`src/rtl/stack_push_pkg.sv`:
```
package stack_push_pkg;

  typedef enum logic [1:0] {
    PH_IDLE    = 2'd0,
    PH_CAPTURE = 2'd1,
    PH_WRITE0  = 2'd2,
    PH_WRITE1  = 2'd3
  } push_phase_e;

  localparam logic [1:0] TGT_A  = 2'd0;
  localparam logic [1:0] TGT_B  = 2'd1;
  localparam logic [1:0] TGT_SP = 2'd2;

  localparam int NUM_GPR = 2;

  function automatic push_phase_e phase_after(push_phase_e cur, logic go);
    case (cur)
      PH_IDLE:    return go ? PH_CAPTURE : PH_IDLE;
      PH_CAPTURE: return PH_WRITE0;
      PH_WRITE0:  return PH_WRITE1;
      default:    return PH_IDLE;
    endcase
  endfunction

endpackage

```
`src/rtl/push_sequencer.sv`:
```
module push_sequencer
  import stack_push_pkg::*;
(
  input  logic clk,
  input  logic rst_n,
  input  logic start,
  output logic accept,
  output logic capture,
  output logic write_act,
  output logic finish,
  output logic busy
);

  push_phase_e phase_q;

  assign accept    = start && (phase_q == PH_IDLE);
  assign capture   = (phase_q == PH_CAPTURE);
  assign write_act = (phase_q == PH_WRITE0) || (phase_q == PH_WRITE1);
  assign finish    = (phase_q == PH_WRITE1);
  assign busy      = (phase_q != PH_IDLE);

  always_ff @(posedge clk) begin
    if (!rst_n) phase_q <= PH_IDLE;
    else        phase_q <= phase_after(phase_q, start);
  end

endmodule

```
`src/rtl/push_datapath.sv`:
```
module push_datapath
  import stack_push_pkg::*;
#(
  parameter int DATA_W = 8,
  parameter int ADDR_W = 16
) (
  input  logic              clk,
  input  logic              rst_n,
  input  logic [NUM_GPR-1:0] gpr_ld,
  input  logic [DATA_W-1:0] ld_data,
  input  logic              accept,
  input  logic              reg_sel,
  input  logic              capture,
  input  logic [ADDR_W-1:0] sp_val,
  output logic [ADDR_W-1:0] mar,
  output logic [DATA_W-1:0] mdr
);

  logic [DATA_W-1:0] gpr_q [NUM_GPR];
  logic              sel_q;
  logic [DATA_W-1:0] bus;

  for (genvar g = 0; g < NUM_GPR; g++) begin : g_gpr
    always_ff @(posedge clk) begin
      if (!rst_n)        gpr_q[g] <= '0;
      else if (gpr_ld[g]) gpr_q[g] <= ld_data;
    end
  end

  always_ff @(posedge clk) begin
    if (!rst_n)      sel_q <= 1'b0;
    else if (accept) sel_q <= reg_sel;
  end

  assign bus = gpr_q[sel_q];

  always_ff @(posedge clk) begin
    if (!rst_n) begin
      mar <= '0;
      mdr <= '0;
    end else if (capture) begin
      mar <= sp_val;
      mdr <= bus;
    end
  end

endmodule

```
`src/rtl/stack_pointer_unit.sv`:
```
module stack_pointer_unit #(
  parameter int                ADDR_W   = 16,
  parameter logic [ADDR_W-1:0] SP_RESET = '1
) (
  input  logic              clk,
  input  logic              rst_n,
  input  logic              ld_en,
  input  logic [ADDR_W-1:0] ld_data,
  input  logic              dec_en,
  output logic [ADDR_W-1:0] sp
);

  function automatic logic [ADDR_W-1:0] sp_down(logic [ADDR_W-1:0] v);
    return v - ADDR_W'(1);
  endfunction

  always_ff @(posedge clk) begin
    if (!rst_n)      sp <= SP_RESET;
    else if (dec_en) sp <= sp_down(sp);
    else if (ld_en)  sp <= ld_data;
  end

endmodule

```
`src/rtl/stack_push_ctrl.sv`:
```
module stack_push_ctrl
  import stack_push_pkg::*;
#(
  parameter int                DATA_W   = 8,
  parameter int                ADDR_W   = 16,
  parameter logic [ADDR_W-1:0] SP_RESET = '1
) (
  input  logic              clk,
  input  logic              rst_n,
  input  logic              start,
  input  logic              reg_sel,
  input  logic              ld_en,
  input  logic [1:0]        ld_target,
  input  logic [ADDR_W-1:0] ld_data,
  output logic [ADDR_W-1:0] mem_addr,
  output logic [DATA_W-1:0] mem_wdata,
  output logic              mem_we,
  output logic              busy,
  output logic              done,
  output logic [ADDR_W-1:0] sp_out
);

  logic accept_evt;
  logic capture_evt;
  logic write_evt;
  logic finish_evt;
  logic idle_ld;
  logic [NUM_GPR-1:0] gpr_ld;
  logic sp_ld;

  assign idle_ld   = ld_en && !busy;
  assign gpr_ld[0] = idle_ld && (ld_target == TGT_A);
  assign gpr_ld[1] = idle_ld && (ld_target == TGT_B);
  assign sp_ld     = idle_ld && (ld_target == TGT_SP);

  push_sequencer u_seq (
    .clk       (clk),
    .rst_n     (rst_n),
    .start     (start),
    .accept    (accept_evt),
    .capture   (capture_evt),
    .write_act (write_evt),
    .finish    (finish_evt),
    .busy      (busy)
  );

  push_datapath #(.DATA_W(DATA_W), .ADDR_W(ADDR_W)) u_dp (
    .clk     (clk),
    .rst_n   (rst_n),
    .gpr_ld  (gpr_ld),
    .ld_data (ld_data[DATA_W-1:0]),
    .accept  (accept_evt),
    .reg_sel (reg_sel),
    .capture (capture_evt),
    .sp_val  (sp_out),
    .mar     (mem_addr),
    .mdr     (mem_wdata)
  );

  stack_pointer_unit #(.ADDR_W(ADDR_W), .SP_RESET(SP_RESET)) u_sp (
    .clk     (clk),
    .rst_n   (rst_n),
    .ld_en   (sp_ld),
    .ld_data (ld_data),
    .dec_en  (finish_evt),
    .sp      (sp_out)
  );

  assign mem_we = write_evt;
  assign done   = finish_evt;

endmodule

```
`config.mk`:
```
export PLATFORM = sky130hd
export DESIGN_NAME = stack_push_ctrl
export DESIGN_NICKNAME = d
export VERILOG_FILES = /design/src/rtl/stack_push_pkg.sv /design/src/rtl/push_sequencer.sv /design/src/rtl/push_datapath.sv /design/src/rtl/stack_pointer_unit.sv /design/src/rtl/stack_push_ctrl.sv
export SDC_FILE = /design/constraint.sdc
export NUM_CORES = 1
export LEC_CHECK = 0
export BUFFER_PORTS_ARGS = -buffer_cell sky130_fd_sc_hd__buf_2
export CORE_MARGIN = 2
export CORE_UTILIZATION = 50
export CTS_CLUSTER_DIAMETER = 200
export DETAILED_ROUTE_END_ITERATION = 8
export HOLD_SLACK_MARGIN = 0.06
export PLACE_DENSITY = 0.8
export SYNTH_ARGS = -nofsm -noshare
export SYNTH_HDL_FRONTEND = slang
export SYNTH_HIERARCHICAL = 1
export SYNTH_SLANG_ARGS = --single-unit
```
`constraint.sdc`:
```
create_clock -name clk -period 3 [get_ports clk]
set_input_delay 0 -clock clk [delete_from_list [all_inputs] [get_ports clk]]
set_output_delay 0 -clock clk [all_outputs]
set_load 0.01 [all_outputs]
```
* After elaboration in Yosys (flattened, before gate mapping)
Memories as Yosys holds them, arrays and structs flattened. A register that Yosys moved wholly into a read port is not among the register bits. Index checks and enable logic that the tools add are counted.
Word-level totals: register bits 35, latch bits 0, memory bits (writable) 16, memory bits (read-only) 0, input bits 23, output and inout bits 43, logic and storage cells 38, memories 1
Memory list:
- u_dp.gpr_q | words 2, width 8, read ports 1, clocked after Yosys merged registers in 1, wr ports 2, line push_datapath.sv:19 | logic [DATA_W-1:0] gpr_q [NUM_GPR];
Operators by class: $add $sub $neg 1, multipliers 0, divide/modulo/power cells 0, magnitude comparators 0, equality and inequality tests 5, shift operators 0, mux-type cells 13, bitwise gates (word level) 2, reduce and logical (&&, ||, !) cells 12
Operator list (number):
- 16-bit 2-to-1 mux | 2
- 8-bit 2-to-1 mux | 2
- 16-bit by 1-bit subtractor with 16-bit output (second input constant) | 1
- 1-bit 2-to-1 mux | 8
- 2-bit equality test (second input constant) | 3
- 2-bit case mux with 3 select lines | 1
- 1-bit logical AND | 5
- 2-bit by 1-bit equality test with 1-bit output (second input constant) | 2
- 2-bit logical NOT | 2
- 2-bit nonzero test | 2
- 1-bit logical NOT | 2
- 1-bit bitwise OR | 2
- 1-bit logical OR | 1

* Depth between registers and ports, before layout
Gate-level depths: netlist (run 1).
depth in word-level cells 8, depth in mapped cells 10

* Hierarchy
The synthesis (run 1) kept the hierarchy.
Modules (own cells, without submodules):
- push_datapath | times used 1, cells each 126, area an instance 1604.0 um^2, sequential area each 980.9 um^2
- stack_pointer_unit | times used 1, cells each 112, area an instance 972.2 um^2, sequential area each 320.3 um^2
- push_sequencer | times used 1, cells each 14, area an instance 140.1 um^2, sequential area each 40.0 um^2
- stack_push_ctrl | times used 1, cells each 3, area an instance 40.0 um^2, sequential area each 0.0 um^2

* Worst setup path after synthesis (run 1)
No wires, ideal clock.
kind reg2reg, start point register u_seq.phase_q[0], end point register u_sp.sp[0], arrival time 1.779 ns, required time 2.939 ns, setup slack 1.160 ns, cell stages (with the launch flop) 11, period minus slack after synthesis 1.840 ns, cell sequence dfxtp_1 -> inv_1 -> ha_1 -> inv_1 -> and4bb_1 -> buf_2 -> nand2b_1 -> clkbuf_1 -> nor2_1 -> a211o_1 -> nand2_1
On the way: longest elaborated chain between the ends 5
Ends and longest elaborated chain:
- start: declaration | line push_sequencer.sv:14 | push_phase_e phase_q;
- start signal: assignment | line push_sequencer.sv:24 | else phase_q <= phase_after(phase_q, start);
- 2-bit nonzero test | line push_sequencer.sv:20 | assign busy = (phase_q != PH_IDLE);
- via busy | line stack_push_ctrl.sv:18 | output logic busy,
- 1-bit logical NOT | line stack_push_ctrl.sv:31 | assign idle_ld = ld_en && !busy;
- 1-bit logical AND | line stack_push_ctrl.sv:31
- 1-bit logical AND | line stack_push_ctrl.sv:34 | assign sp_ld = idle_ld && (ld_target == TGT_SP);
- via sp_ld | line stack_push_ctrl.sv:29 | logic sp_ld;
- 2-bit nonzero test (no line)
- end signal: assignment | line stack_pointer_unit.sv:19 | else if (dec_en) sp <= sp_down(sp);
- end signal: assignment | line stack_pointer_unit.sv:20 | else if (ld_en) sp <= ld_data;
- end: declaration | line stack_pointer_unit.sv:10 | output logic [ADDR_W-1:0] sp
The timed path passes the listed nets, and every way through them passes these cells. A chain may end at the register's enable or synchronous reset.

* Final worst setup path (run 1)
start point register u_seq.phase_q[1], end point register u_sp.sp[6]
On the way: longest elaborated chain between the ends 5
Ends and longest elaborated chain (line):
- 2-bit nonzero test | push_sequencer.sv:20
- 1-bit logical NOT | stack_push_ctrl.sv:31
- 1-bit logical AND | stack_push_ctrl.sv:31
- 1-bit logical AND | stack_push_ctrl.sv:34
- via sp_ld | stack_push_ctrl.sv:29
- 2-bit nonzero test (no line)
The timed path passes the listed nets, and every way through them passes these cells.

==> results.sh, run 1 <==
export IMPL_status="finished clean"
export IMPL_io_pins=66
export IMPL_synth_area_per_cell_um2=10.8
export IMPL_synthSimpleGateAreaFrac=0.233
export IMPL_min_path_cells=4
export IMPL_synth_cell_types=46
export IMPL_h_tree_depth=3
export IMPL_post_dp_cell_area_um2=3110
export IMPL_setup_ws_ns=0.888
export IMPL_swShare=0.329
export IMPL_grt_max_degree=36
export IMPL_final_common_cell="buf_2"
export IMPL_period_needed_ns=2.11
export IMPL_synth_main_ff_cell="dfxtp_1"
export IMPL_pwr_share_clk=0.258
export IMPL_nets=366
export IMPL_die_area_um2=6120
export IMPL_cts_tree="yes"
export IMPL_cts_root_buf="clkbuf_8"
export IMPL_die_w_um=78.3
export IMPL_power_density_nw_per_um2=757
export IMPL_path_clk_slew_ns=0.07
export IMPL_place_congestion=0.805
export IMPL_skew_ns=0.00424
export IMPL_syn_cell_area_um2=2760
export IMPL_finalPower_mw=2.62
export IMPL_synth_top_family_by_area="simple AND/OR/NAND/NOR gates"
export IMPL_numCtsBuffers=9
export IMPL_start_kind="flop"
export IMPL_synthMuxAreaShare=0.109
export IMPL_grtUsageMet2=0.336
export IMPL_fin_setup_tns_ns=0
export IMPL_fin_cells=414
export IMPL_layout_common_cells="buf_2 (65), dfxtp_1 (43), mux2i_1 (29)"
export IMPL_ys_ff_latch=59
export IMPL_drive_above_1_share=0.272
export IMPL_ctsResizeCount=0
export IMPL_yosysWarnings=6
export IMPL_synth_xor_xnor_area_share=0.0127
export IMPL_maxSlewHeadroom=0.493
export IMPL_synth_compound_area_frac=0.0931
export IMPL_first_pass_iters=4
export IMPL_ant_nets=0
export IMPL_via_per_inst=5.35
export IMPL_rsz0062_at_grt="no"
export IMPL_rows=27
export IMPL_grt_pass1_wl_um=9850
export IMPL_grt_use_total=0.207
export IMPL_power_frac_comb=0.312
export IMPL_start_util=0.510
export IMPL_async_reset_ff_frac=0
export IMPL_crit_required_ns=3.27
export IMPL_port_buffer_count=65
export IMPL_final_min_period_over_clock_period=0.704
export IMPL_synthCells=255
export IMPL_worstHoldPathType="in -> reg"
export IMPL_leakagePower_nw=1.49
export IMPL_hold_viol=0
export IMPL_drv_slew=0
export IMPL_p_seq_frac=0.430
export IMPL_core_um2=5410
export IMPL_irDropWorstVdd_mv=0.499
export IMPL_synth_adder_area_share=0.0227
export IMPL_areaGrowthSynthToFinish_pct=25.5
export IMPL_routedWlPerCell_um=14.6
export IMPL_synth_nets=283
export IMPL_grtUsageMet1=0.251
export IMPL_worst_pin_slew_ns=0.761
export IMPL_crit_type="reg -> reg"
export IMPL_fmax_ghz=0.474
export IMPL_dr_first_iter_drc_count=90
export IMPL_setup_worst_path_end_class="flop"
export IMPL_vias=2213
export IMPL_critPathMaxFanout=9
export IMPL_cap_violations=0
export IMPL_stdcell_area_um2=3460
export IMPL_fp_dieH_um=78.3
export IMPL_p_switching_mw=0.862
export IMPL_grt_overflow_total=0
export IMPL_pre_cts_slack_ns=0.921
export IMPL_drc=0
export IMPL_reg2reg_depth=9
export IMPL_antennaDiodeCount=0
export IMPL_p_int_mw=1.76
export IMPL_busiest_layer="met2"
export IMPL_synth_edf_count=16
export IMPL_antenna_found_initial=0
export IMPL_cts_sinks=59
export IMPL_totalWireLength_um=6050
export IMPL_fillCellCount=443
export IMPL_cts_buffer_depth=2
export IMPL_place_inst=382
export IMPL_arrival_ns=2.38
export IMPL_clkLatencyLatePin_ns=0.34
export IMPL_grt_pass1_vias=2091
export IMPL_place_hpwl_um=3890
export IMPL_setup_violations_final=0
export IMPL_yosysSeqAreaShare=0.487
export IMPL_met3_usage=0.0437
==> Yosys cell counts (all sizes together) (2+ instances only) <==
| cell type | count | area share |
|---|---|---|
| a22oi | 4 | 0.011 |
| or3 | 3 | 0.0068 |
| ha | 5 | 0.023 |
| o221ai | 2 | 0.0064 |
| clkbuf | 5 | 0.0068 |
| nor2b | 19 | 0.043 |
| nor3 | 2 | 0.0036 |
| a21oi | 11 | 0.020 |
| buf | 9 | 0.028 |
| and3 | 16 | 0.036 |
| nand2 | 14 | 0.019 |
| o211ai | 4 | 0.011 |
| xor2 | 4 | 0.013 |
| nor2 | 7 | 0.0095 |
| nand4b | 3 | 0.0095 |
| nand3 | 4 | 0.0073 |
| and4bb | 3 | 0.014 |
| edfxtp | 16 | 0.17 |
| or2 | 2 | 0.0045 |
| nor4b | 2 | 0.0086 |
| dfxtp | 43 | 0.31 |
| nand4 | 5 | 0.011 |
| o21ai | 15 | 0.027 |
| mux2i | 29 | 0.11 |
| a211o | 2 | 0.0064 |
| and2 | 3 | 0.0077 |
| nand2b | 4 | 0.0091 |
| nor4 | 4 | 0.025 |
| inv | 6 | 0.0082 |
==> final timing paths <==
check,startpoint,end,slack (ns)
min reg2reg,u_dp/mar[15],u_dp/mar[15],0.51
max,u_seq/phase_q[1],u_sp/sp[6],0.89
max reg2reg,u_seq/phase_q[1],u_sp/sp[6],0.89
min,ld_data[12],u_sp/sp[12],0.08
==> power groups by stage <==
stage / combinational [mW] / sequential, mW / clock [mW]
2_1_floorplan: 0.520 / 1.19 / 0
3_3_place_gp: 0.769 / 1.13 / 0
3_5_place_dp: 0.790 / 1.14 / 0
4_1_cts: 0.812 / 1.13 / 0.685
5_1_grt: 0.911 / 1.15 / 0.714
6_report: 0.816 / 1.13 / 0.676
==> what timing repair did <==
action / in CTS / in global routing
endpoints found under the setup margin: 0 / 0
hold endpoints to repair: 32 / 0
hold buffers: 17 / 0
setup buffers: 0 / 0
==> kinds of logic (layout without fill, tap and decap cells) <==
family | after synthesis | count (layout)
DFF | 59 | 59
muxes | 30 | 30
xor gates and xnor gates | 4 | 4
and+or+nand+nor | 95 | 95
buffers and inverters | 20 | 107
adders and majority gates | 5 | 5
AOI/OAI and AO/OA | 42 | 42
==> critical path: stages, from the launching register on <==
cell	delay, ns
dfxtp_1	0.33
inv_1	0.11
ha_1	0.20
inv_1	0.09
and4bb_1	0.28
buf_4	0.19
nor2b_1	0.47
a211o_1	0.15
o21ai_0	0.07
o21ai_0	0.15
==> per-layer routing <==
metal | up-vias | share of wire
met2 | 65 | 0.49
met1 | 1042 | 0.43
met5 | - | 0
met4 | 0 | 0.027
met3 | 17 | 0.049
li1 | 1089 | -
==> metrics by stage <==
step	utilization	hold WS, ns
2_1_floorplan	-	0.122
6_report	0.640	0.0820
4_1_cts	0.640	0.0699
3_5_place_dp	0.575	0.226
5_1_grt	0.640	0.103
3_3_place_gp	0.575	0.238
==> flip-flops by register name, summed over array words and instances (netlist names) <==
name           count
u_dp/gpr_q        16
u_dp/mar          16
u_sp/sp           16
u_dp/mdr           8
u_seq/phase_q      2
u_dp/sel_q         1
==> cell type report <==
| cell class | count | area (µm²) | share of cell area |
|---|---|---|---|
| Sequential cell | 59 | 1340 | 0.388 |
| Multi-Input combinational cell | 176 | 1300 | 0.375 |
| Timing Repair Buffer | 86 | 526 | 0.152 |
| Clock buffer | 9 | 124 | 0.0358 |
| Tap cell | 72 | 90.1 | 0.0260 |
| Clock inverter | 6 | 57.6 | 0.0166 |
| Inverter | 6 | 22.5 | 0.00651 |
Power figures use the tool's default switching activity.
==> inputs of run 2 (changes only) <==
--- a/config.mk
+++ b/config.mk
@@ -5,6 +5,7 @@
 export SDC_FILE = /design/constraint.sdc
 export NUM_CORES = 1
 export LEC_CHECK = 0
+export ABC_AREA = 1
 export BUFFER_PORTS_ARGS = -buffer_cell sky130_fd_sc_hd__buf_2
 export CORE_MARGIN = 2
 export CORE_UTILIZATION = 50
==> constraint.sdc (replaced) <==
create_clock -name clk -period 2.1 [get_ports clk]
set_input_delay 0 -clock clk [delete_from_list [all_inputs] [get_ports clk]]
set_output_delay 0 -clock clk [all_outputs]
set_load 0.01 [all_outputs]
==> run 2 against run 1 <==
Net effect: total power grew 18%; hold slack better by 0.054 ns; synthesized cell count is 53% higher; die area is 2.4% higher; sequential power increased by 26%; non-clock buffer count rose by 1; register-to-register slack worse by 0.61 ns; sequential share of layout area is 1.5 points lower; global-route usage is 3.6 points higher; critical endpoint is now u_sp/sp[0]; critical path type unchanged; via count up 29%; clock-buffer cell count rose by 7; fmax rose by 16%.
==> results.sh, run 2 <==
export IMPL_nets=506
export IMPL_routedWlPerCell_um=13.0
export IMPL_synth_edf_count=16
export IMPL_synth_top_area_share=0.304
export IMPL_skew_ns=0.00446
export IMPL_synth_most_common_cell="nand2_1"
export IMPL_slowest_delay_ns=0.53
export IMPL_cts_tree="yes"
export IMPL_antenna_found_initial=0
export IMPL_synthSimpleGateAreaFrac=0.340
export IMPL_drive_above_1_share=0.207
export IMPL_totalWireLength_um=7220
export IMPL_arrival_ns=2.02
export IMPL_rsz0062_at_grt="no"
export IMPL_h_tree_depth=3
export IMPL_crit_path_top_delay_cell="ha_1"
export IMPL_cts_buffer_depth=2
export IMPL_leakagePower_nw=1.78
export IMPL_fp_dieH_um=79.2
export IMPL_path_cells="ha_1, inv_4, nand2_4, inv_2, a22oi_1, o211ai_1"
export IMPL_holdPathEnd="u_sp/sp[6]"
export IMPL_r2r_slack_ns=0.28
export IMPL_yosysWarnings=6
export IMPL_cts_root_buf="clkbuf_8"
export IMPL_met3_usage=0.0420
export IMPL_cap_violations=0
export IMPL_synth_compound_area_frac=0.0770
export IMPL_cts_sinks=59
export IMPL_reg2reg_depth=6
export IMPL_synthMuxAreaShare=0
export IMPL_synth_top_family_by_area="simple AND/OR/NAND/NOR gates"
export IMPL_ant_nets=0
export IMPL_place_hpwl_um=4980
export IMPL_core_um2=5470
export IMPL_via_per_inst=5.14
export IMPL_die_area_um2=6270
export IMPL_crit_required_ns=2.30
export IMPL_drv_slew=0
export IMPL_setup_violations_final=0
export IMPL_ys_ff_latch=59
export IMPL_place_congestion=0.844
export IMPL_fillCellCount=497
export IMPL_multi_input_area_um2=1240
export IMPL_crit_type="reg -> reg"
export IMPL_grt_max_degree=34
export IMPL_fmax_ghz=0.549
export IMPL_final_common_cell="nand2_1"
export IMPL_die_w_um=79.2
export IMPL_grt_overflow_total=0
export IMPL_busiest_layer="met2"
export IMPL_syn_cell_area_um2=2830
export IMPL_start_util=0.517
export IMPL_synth_nets=419
export IMPL_yosys_area_top_type="dfxtp_1"
export IMPL_power_density_nw_per_um2=859
export IMPL_async_reset_ff_frac=0
export IMPL_synth_xor_xnor_area_share=0
export IMPL_synthCells=391
export IMPL_grt_use_total=0.243
export IMPL_status="finished clean"
export IMPL_hp_start="rst_n"
export IMPL_worstHoldPathType="in -> reg"
export IMPL_r2r_end="u_sp/sp[0]"
export IMPL_register_area_um2=1340
export IMPL_final_min_period_over_clock_period=0.868
export IMPL_first_pass_iters=5
export IMPL_irDropWorstVdd_mv=0.582
export IMPL_port_buffer_count=65
export IMPL_grt_pass1_vias=2560
export IMPL_synth_adder_area_share=0.0221
export IMPL_rows=27
export IMPL_setup_worst_path_end_class="flop"
export IMPL_min_path_cells=3
export IMPL_antennaDiodeCount=0
export IMPL_fin_setup_tns_ns=0
export IMPL_dr_first_iter_drc_count=269
export IMPL_critPathMaxFanout=16
export IMPL_vias=2851
export IMPL_yosysSeqAreaShare=0.474
export IMPL_hold_viol=0
export IMPL_path_clk_slew_ns=0.07
export IMPL_maxSlewHeadroom=0.643
export IMPL_final_util=0.657
export IMPL_grtUsageMet2=0.370
export IMPL_worst_pin_slew_ns=0.536
export IMPL_reg2reg_from="u_seq/phase_q[1]"
export IMPL_numCtsBuffers=9
export IMPL_start_kind="flop"
export IMPL_synth_area_per_cell_um2=7.23
export IMPL_areaGrowthSynthToFinish_pct=27.2
export IMPL_synth_commonest_cells="nand2_1 (90), nor2_1 (89), dfxtp_1 (43), inv_1 (43), nand3_1 (29)"
export IMPL_drc=0
export IMPL_io_pins=66
export IMPL_synth_main_ff_cell="dfxtp_1"
export IMPL_grt_pass1_wl_um=11800
export IMPL_clkLatencyLatePin_ns=0.33
export IMPL_synth_cell_types=31
export IMPL_reg_top3="u_dp/gpr_q: 16 flops, u_dp/mar: 16 flops, u_sp/sp: 16 flops"
export IMPL_period_needed_ns=1.82
export IMPL_layout_common_cells="nand2_1 (90), nor2_1 (88), buf_2 (65)"
export IMPL_synth_area_leaders="dfxtp_1 (30%), edfxtp_1 (17%), nand2_1 (12%)"
export IMPL_grtUsageMet1=0.331
## run 2: cell count changes in the layout (fill, tap and decap cells not counted), moves of 5 or more
cell	previous run	this run
nand2_1	14	90
and3_1	16	0
inv_1	6	43
nor2_2	0	5
nor2b_1	19	0
nor2_1	7	88
mux2i_1	29	0
nand3_1	4	29
## run 2: power by group
part,internal [mW],total [mW],switching (mW)
Combinational,0.255,0.645,0.390
Sequential,1.31,1.42,0.112
Clock,0.600,1.02,0.423
Total,2.17,3.09,0.925
## run 2: cell type report
| type | instances | share of cell area |
|---|---|---|
| Sequential cell | 59 | 0.373 |
| Multi-Input combinational cell | 273 | 0.346 |
| Timing Repair Buffer | 87 | 0.150 |
| Clock buffer | 16 | 0.0560 |
| Inverter | 48 | 0.0508 |
| Tap cell | 72 | 0.0250 |
## run 2: layer usage
| metal | vias up | wire length (µm) |
|---|---|---|
| met1 | 1267 | 3210 |
| met5 | - | 0 |
| li1 | 1406 | - |
| met3 | 16 | 565 |
| met2 | 162 | 3300 |
| met4 | 0 | 145 |
## run 2: logic make-up after synthesis
logic type	count (synthesis)
AND/OR/NAND/NOR	228
buffers and inverters	59
flip-flops	59
AO/OA/AOI/OAI	40
adder cells (fa/ha/maj)	5
## run 2: how the worst max path moves through the flow
| stage | start | to | slack (ns) | cells past startpoint |
|---|---|---|---|---|
| after floorplan | u_seq/phase_q[1] | u_sp/sp[9] | 0.45 | 11 |
| after global placement | u_seq/phase_q[1] | u_sp/sp[6] | 0.34 | 12 |
| after detailed placement | u_seq/phase_q[0] | u_sp/sp[9] | 0.25 | 11 |
| after CTS | u_seq/phase_q[0] | u_sp/sp[9] | 0.20 | 11 |
| after global routing | u_seq/phase_q[1] | u_sp/sp[0] | 0.12 | 6 |
| final | u_seq/phase_q[1] | u_sp/sp[0] | 0.28 | 6 |
## run 2: worst max-delay path: cells and delay by family (launching register included)
| family | cells | cell delay (ns) |
|---|---|---|
| AO/OA/AOI/OAI | 2 | 0.29 |
| buffers and inverters | 2 | 0.30 |
| AND/OR/NAND/NOR | 1 | 0.16 |
| adder cells (fa/ha/maj) | 1 | 0.53 |
| flip-flops | 1 | 0.40 |
## run 2: through the flow
| stage | cell area (µm²) | instances | hold WS [ns] | setup slack (ns) | total power, mW |
|---|---|---|---|---|---|
| after floorplan | 2830 | 391 | 0.0935 | 0.449 | 1.82 |
| after global placement | 3200 | 520 | 0.239 | 0.339 | 2.04 |
| after detailed placement | 3200 | 520 | 0.240 | 0.246 | 2.06 |
| after CTS | 3590 | 555 | 0.119 | 0.199 | 3.11 |
| after global routing | 3600 | 555 | 0.158 | 0.124 | 3.26 |
| final | 3600 | 555 | 0.136 | 0.278 | 3.09 |
## run 2: repair_timing
item / 4_1_cts / 5_1_grt
resized for setup: 0 / 1
endpoints found under the hold margin: 33 / 0
endpoints found under the setup margin: 0 / 1
setup buffers: 0 / 0
hold buffers: 19 / 0
